[src/rtl/kd_pkg.sv]
package kd_pkg;

    localparam int KD_LINES = 8;
    localparam int KD_ADDR_W = 8;
    localparam int KD_SYNC_STAGES = 2;

    localparam logic [KD_ADDR_W-1:0] KD_ADDR_PORT = 8'h90;
    localparam logic [KD_ADDR_W-1:0] KD_ADDR_ENABLE = 8'hA5;
    localparam logic [KD_ADDR_W-1:0] KD_ADDR_FLAG = 8'hA6;

    typedef enum logic [0:0] {
        LINE_HIGH = 1'b0,
        LINE_LOW  = 1'b1
    } line_state_e;

endpackage

[src/rtl/kd_sync.sv]
module kd_sync #(
    parameter int WIDTH = 8,
    parameter int STAGES = 2,
    parameter logic RST_VAL = 1'b1
) (
    input  logic             clk,
    input  logic             rst_n,
    input  logic [WIDTH-1:0] d_in,
    output logic [WIDTH-1:0] d_out
);

    localparam int LAST = STAGES - 1;

    logic [STAGES-1:0][WIDTH-1:0] chain_q;

    always_ff @(posedge clk or negedge rst_n) begin
        if (!rst_n) begin
            chain_q <= {(STAGES*WIDTH){RST_VAL}};
        end else begin
            chain_q[0] <= d_in;
            for (int s = 1; s < STAGES; s++) begin
                chain_q[s] <= chain_q[s-1];
            end
        end
    end

    assign d_out = chain_q[LAST];

endmodule

[src/rtl/kd_line_fsm.sv]
module kd_line_fsm
    import kd_pkg::*;
(
    input  logic clk,
    input  logic rst_n,
    input  logic level,
    output logic fall_pulse
);

    line_state_e state_q;
    line_state_e state_d;

    // Next-state selection: fall, rise or hold.
    always_comb begin
        state_d = state_q;
        unique case (state_q)
            LINE_HIGH: if (!level) state_d = LINE_LOW;
            LINE_LOW:  if (level)  state_d = LINE_HIGH;
            default:   state_d = LINE_HIGH;
        endcase
    end

    // State register.
    always_ff @(posedge clk or negedge rst_n) begin
        if (!rst_n) begin
            state_q <= LINE_HIGH;
        end else begin
            state_q <= state_d;
        end
    end

    // Outputs: only the fall transition produces a pulse.
    always_comb begin
        fall_pulse = 1'b0;
        unique case (state_q)
            LINE_HIGH: fall_pulse = !level;
            LINE_LOW:  fall_pulse = 1'b0;
            default:   fall_pulse = 1'b0;
        endcase
    end

endmodule

[src/rtl/kd_regs.sv]
module kd_regs
    import kd_pkg::*;
#(
    parameter int LINES = KD_LINES,
    parameter int ADDR_W = KD_ADDR_W,
    parameter logic [ADDR_W-1:0] ADDR_PORT = KD_ADDR_PORT,
    parameter logic [ADDR_W-1:0] ADDR_ENABLE = KD_ADDR_ENABLE,
    parameter logic [ADDR_W-1:0] ADDR_FLAG = KD_ADDR_FLAG
) (
    input  logic              clk,
    input  logic              rst_n,
    input  logic [ADDR_W-1:0] addr,
    input  logic              we,
    input  logic [LINES-1:0]  wdata,
    input  logic [LINES-1:0]  fall_in,
    output logic [LINES-1:0]  latch_q,
    output logic [LINES-1:0]  enable_q,
    output logic [LINES-1:0]  flag_q,
    output logic [LINES-1:0]  rdata
);

    logic wr_port;
    logic wr_enable;
    logic wr_flag;
    logic [LINES-1:0] clear_mask;
    logic [LINES-1:0] set_mask;
    logic [LINES-1:0] flag_d;

    assign wr_port   = we && (addr == ADDR_PORT);
    assign wr_enable = we && (addr == ADDR_ENABLE);
    assign wr_flag   = we && (addr == ADDR_FLAG);

    assign clear_mask = wr_flag ? ~wdata : '0;
    assign set_mask   = fall_in & enable_q;
    // A new edge overrides a clear in the same cycle.
    assign flag_d     = (flag_q & ~clear_mask) | set_mask;

    always_ff @(posedge clk or negedge rst_n) begin
        if (!rst_n) begin
            latch_q <= '1;
        end else if (wr_port) begin
            latch_q <= wdata;
        end
    end

    // No reset: software programs the enables before relying on them.
    always_ff @(posedge clk) begin
        if (wr_enable) begin
            enable_q <= wdata;
        end
    end

    always_ff @(posedge clk or negedge rst_n) begin
        if (!rst_n) begin
            flag_q <= '0;
        end else begin
            flag_q <= flag_d;
        end
    end

    always_comb begin
        unique case (addr)
            ADDR_PORT:   rdata = latch_q;
            ADDR_ENABLE: rdata = enable_q;
            ADDR_FLAG:   rdata = flag_q;
            default:     rdata = '0;
        endcase
    end

endmodule

[src/rtl/kd_wake_detect.sv]
module kd_wake_detect
    import kd_pkg::*;
#(
    parameter int LINES = KD_LINES,
    parameter int ADDR_W = KD_ADDR_W,
    parameter int SYNC_STAGES = KD_SYNC_STAGES
) (
    input  logic              clk,
    input  logic              rst_n,
    input  logic [ADDR_W-1:0] sfr_addr,
    input  logic              sfr_we,
    input  logic [LINES-1:0]  sfr_wdata,
    output logic [LINES-1:0]  sfr_rdata,
    input  logic [LINES-1:0]  key_pin_in,
    output logic [LINES-1:0]  key_drive_low,
    input  logic              key_irq_en,
    output logic              key_irq
);

    logic [LINES-1:0] latch_q;
    logic [LINES-1:0] enable_q;
    logic [LINES-1:0] flag_q;
    logic [LINES-1:0] line_level;
    logic [LINES-1:0] line_sync;
    logic [LINES-1:0] edge_pulse;

    // A latch bit of 0 pulls its line low, so the detector sees it low.
    assign line_level    = key_pin_in & latch_q;
    assign key_drive_low = ~latch_q;

    kd_sync #(
        .WIDTH  (LINES),
        .STAGES (SYNC_STAGES),
        .RST_VAL(1'b1)
    ) u_sync (
        .clk  (clk),
        .rst_n(rst_n),
        .d_in (line_level),
        .d_out(line_sync)
    );

    for (genvar n = 0; n < LINES; n++) begin : g_line
        kd_line_fsm u_fsm (
            .clk       (clk),
            .rst_n     (rst_n),
            .level     (line_sync[n]),
            .fall_pulse(edge_pulse[n])
        );
    end

    kd_regs #(
        .LINES (LINES),
        .ADDR_W(ADDR_W)
    ) u_regs (
        .clk     (clk),
        .rst_n   (rst_n),
        .addr    (sfr_addr),
        .we      (sfr_we),
        .wdata   (sfr_wdata),
        .fall_in (edge_pulse),
        .latch_q (latch_q),
        .enable_q(enable_q),
        .flag_q  (flag_q),
        .rdata   (sfr_rdata)
    );

    assign key_irq = key_irq_en && |(flag_q & enable_q);

endmodule

[config.mk]
export PLATFORM = sky130hd
export DESIGN_NAME = kd_wake_detect
export DESIGN_NICKNAME = d
export VERILOG_FILES = /design/src/rtl/kd_pkg.sv /design/src/rtl/kd_sync.sv /design/src/rtl/kd_line_fsm.sv /design/src/rtl/kd_regs.sv /design/src/rtl/kd_wake_detect.sv
export SDC_FILE = /design/constraint.sdc
export NUM_CORES = 1
export LEC_CHECK = 0
export ABC_CLOCK_PERIOD_IN_PS = 1500
export CAP_MARGIN = 20
export CORE_MARGIN = 1.5
export CORE_UTILIZATION = 45
export CTS_CLUSTER_DIAMETER = 30
export DETAILED_ROUTE_END_ITERATION = 10
export PLACE_DENSITY = 0.75
export REMOVE_ABC_BUFFERS = 1
export SYNTH_ARGS = -nofsm -noshare
export SYNTH_HDL_FRONTEND = slang
export SYNTH_HIERARCHICAL = 1
export SYNTH_SLANG_ARGS = --single-unit
[constraint.sdc]
create_clock -name clk -period 1.5 [get_ports clk]
set_clock_uncertainty 0.2 [all_clocks]
set_input_delay 0.3 -clock clk [delete_from_list [all_inputs] [get_ports clk]]
set_output_delay 0.3 -clock clk [all_outputs]
set_load 0.1 [all_outputs]
==> key figures <==
Outcome
  – Status: finished with violations
  – Violated checks: setup timing

Critical path
  – Reg2Reg Depth: 4
  – CP Launch Type: flip-flop
  – Crit-path max FO: 3
  – Crit. End Element: output pin
  – RR Endpoint: u_regs/flag_q[3]$_DFF_PN0_
  – Kind of critical path: flip-flop to output pin
  – FF-to-FF setup slack: 0.26 ns
  – Critical path required time: 1.00 ns
  – R2R Path Start: u_regs/enable_q[3]$_DFFE_PP_
  – Worst path arrival time: 1.52 ns

Die
  – I/O pin cnt: 45
  – Initial Util: 47.2%
  – Die W: around 70 microns
  – Die height: 70.8 microns
  – CORE AREA: approximately 4400 sq um
  – # rows: 24
  – Die ar.: 5010 sq um

Yosys
  – Cell taking the most area after synthesis: dfstp_2
  – Netlist cell types: 26
  – Post-synth EDFFs: 8
  – Register area share after synthesis: between 60% and 70%
  – Compound-Gate Fraction of Synth Area: 11.5%
  – Simple-Gate Fraction of Synth Area: between 10% and 20%
  – Post-synthesis adder-cell area fraction: 0%
  – Async set-reset flop share out of synthesis: between 80% and 90%
  – Mapped Avg Cell Area: 12.0 sq um
  – Top post-synthesis cells by area: dfstp_2 30%, dfrtp_1 19%, edfxtp_1 12%, a21oi_1 5.8%, inv_1 4.4%
  – XOR/XNOR share of the synthesized area: 0%
  – Synth Warn #: 6
  – Top FF cell, synth: dfstp_2
  – Synthesis-stage register bit count: 48
  – Gate Count Post-Synth: 172
  – Commonest cells in the netlist: 24 x a21oi_1, 24 x dfstp_2, 24 x inv_1
  – Share of the synthesized area in the top cell type: slightly above 30%
  – Post-Synthesis Cell Area: 2070 sq um
  – Largest family of logic cells by synthesized area: simple AND/OR/NAND/NOR gates
  – Mux cell area share after synthesis: 4.35%

Routing
  – Met3 wire length: 217 microns
  – WL met2: ~2.5 mm
  – Post-Route WL: 4.77 mm
  – DRT met1 WL: 1.96 mm
  – Post-DRT Antenna Nets: 0
  – Avg Vias per Cell: 5.23
  – Remaining DRCs: 0
  – Initial DRC count: 72
  – Avg WL per Cell: 16.1 microns
  – Vias after detailed routing: about 1,500
  – Drt first pass iters: 4
  – Top routing layer used: met4

Clock tree
  – CTS max path bufs: 2
  – # clock sinks: 48
  – H-tree depth: 2
  – Clock latency on the worst-skew pair: 0.31 ns
  – Num CTS Buffers: 5
  – Clock Root Buffer: clkbuf_8
  – Clock transition at path regs: 0.09 ns
  – CTS tree: done

Timing
  – Final setup TNS: -4.91 ns
  – Hold Vio Cnt, Final: 0
  – Max Freq: 0.494 GHz
  – Slew Limit Fails: 0
  – Rel. slew slack: about four fifths
  – Endpoints failing setup: 21
  – Crit path time final: 2.02 ns
  – RSZ-0062 raised after global routing: yes
  – Slack of the critical path: -0.524 ns
  – Worst slew pin tran: 0.325 ns
  – Final Cycle Share: 135%

Pwr
  – Worst vdd ir: 0.000510 V
  – Pleak: 1.32 nW
  – Power per Cell Area: between 800 and 900 nW/um^2
  – Power Total: 2.71 mW

Layout
  – Area delta synth->final: 50.9%
  – Fin nets: 271
  – Antenna cells: 0
  – Share of layout cells above drive strength 1: between 40% and 50%

Hold path
  – Worst Hold End: u_sync/d_out[0]$_DFF_PN1_
  – Worst hold stages: 0
  – HP Class: flip-flop to flip-flop
  – Hold wc startpoint: u_sync/chain_q[0]$_DFF_PN1_

Global routing
  – Initial antenna violation count: 0
  – GRT Util Overall: 20.7%
  – First-pass GRT wire length: 7.85 mm
  – Number of global-route vias before repair: between 1,500 and 2,000
  – GRT overflow: 0
  – Largest net degree at the start of global routing: 41

Placement
  – Routability cong.: 0.828
  – Buffers on Ports: 44
  – Hpwl dp: 3.15 mm

Job
  – Max Cap Viol: 0
## through the flow
stage | util (%) | setup slack (ns) | area (sq um) | instances | hold WS [ns]
6_report | 71.2 | -0.524 | 3120 | 296 | 0.159
5_1_grt | 71.2 | -0.540 | 3120 | 296 | 0.163
4_1_cts | 70.9 | -0.458 | 3110 | 297 | 0.160
3_5_place_dp | 65.4 | -0.872 | 2870 | 281 | 0.0851
3_3_place_gp | 65.4 | -0.859 | 2870 | 281 | 0.0822
2_1_floorplan | - | -1.13 | 1980 | 160 | -0.196
## layout make-up
type,instances,area (sq um)
tap,52,65.1
inverter,24,90.1
multi-input combinational,88,711
clock buffer,5,68.8
sequential,48,1270
clock inverter,3,42.5
timing repair buffer,76,875
fill,317,1260
## power breakdown
part	internal, mW	switching, mW	total, mW
Clock	0.493	0.427	0.920
Sequential	1.38	0.0284	1.41
Combinational	0.174	0.212	0.386
Total	2.05	0.667	2.71
## cell usage in the layout (no fill, tap or decap), types with 2 or more instances in the layout
| cell | count |
|---|---|
| a21oi_1 | 24 |
| a221o_1 | 8 |
| a22oi_1 | 4 |
| and2_1 | 8 |
| and3_4 | 2 |
| buf_12 | 18 |
| buf_2 | 7 |
| buf_4 | 21 |
| buf_6 | 9 |
| buf_8 | 2 |
| clkbuf_8 | 5 |
| clkdlybuf4s50_1 | 18 |
| dfrtp_1 | 16 |
| dfstp_2 | 24 |
| edfxtp_1 | 8 |
| inv_1 | 16 |
| inv_2 | 8 |
| mux2_2 | 7 |
| nand2b_1 | 8 |
| nor2_1 | 9 |
| nor4_1 | 2 |
| nor4_2 | 4 |
| nor4b_4 | 2 |
## metal layers
metal | up-vias | track usage (%)
li1 | 729 | -
met2 | 50 | 35.1
met5 | - | 0
met3 | 13 | 3.42
met1 | 757 | 25.3
met4 | 0 | 11.3
## state kept, by name, indices dropped and copies added (netlist names)
name                  flops
g_line.u_fsm/state_q      8
u_regs/enable_q           8
u_regs/flag_q             8
u_regs/latch_q            8
u_sync/chain_q            8
u_sync/d_out              8
## worst max-delay path by stage
| stage | from | endpoint | slack (ns) | cells past startpoint |
|---|---|---|---|---|
| 2_1_floorplan | u_regs/enable_q[2]$_DFFE_PP_ | key_irq | -1.13 | 2 |
| 6_report | u_regs/flag_q[5]$_DFF_PN0_ | sfr_rdata[5] | -0.52 | 4 |
| 3_5_place_dp | sfr_addr[4] | sfr_rdata[2] | -0.87 | 6 |
| 5_1_grt | u_regs/flag_q[5]$_DFF_PN0_ | sfr_rdata[5] | -0.54 | 4 |
| 3_3_place_gp | sfr_addr[4] | sfr_rdata[5] | -0.86 | 6 |
| 4_1_cts | u_regs/enable_q[2]$_DFFE_PP_ | key_irq | -0.46 | 4 |
## kinds of logic after synthesis
family          count (synthesis)
simple gates                   43
buf+inv                        36
mux                             8
flops                          48
compound gates                 37
## critical path, stage by stage (launching register included)
cell and delay, ns:
dfrtp_1 0.39, inv_1 0.05, nor4_1 0.33, a221o_1 0.25
buf_12 0.19
## what timing repair did
| action | in CTS | in global routing |
|---|---|---|
| hold buffers | 1 | 0 |
| hold endpoints to repair | 40 | 0 |
| resized for setup | 62 | 6 |
| buffers inserted | 7 | 1 |
| pin swaps | 14 | 3 |
| cloned | 1 | 0 |
| endpoints found under the setup margin | 41 | 33 |
No activity file was read; power rests on OpenSTA's default activity.
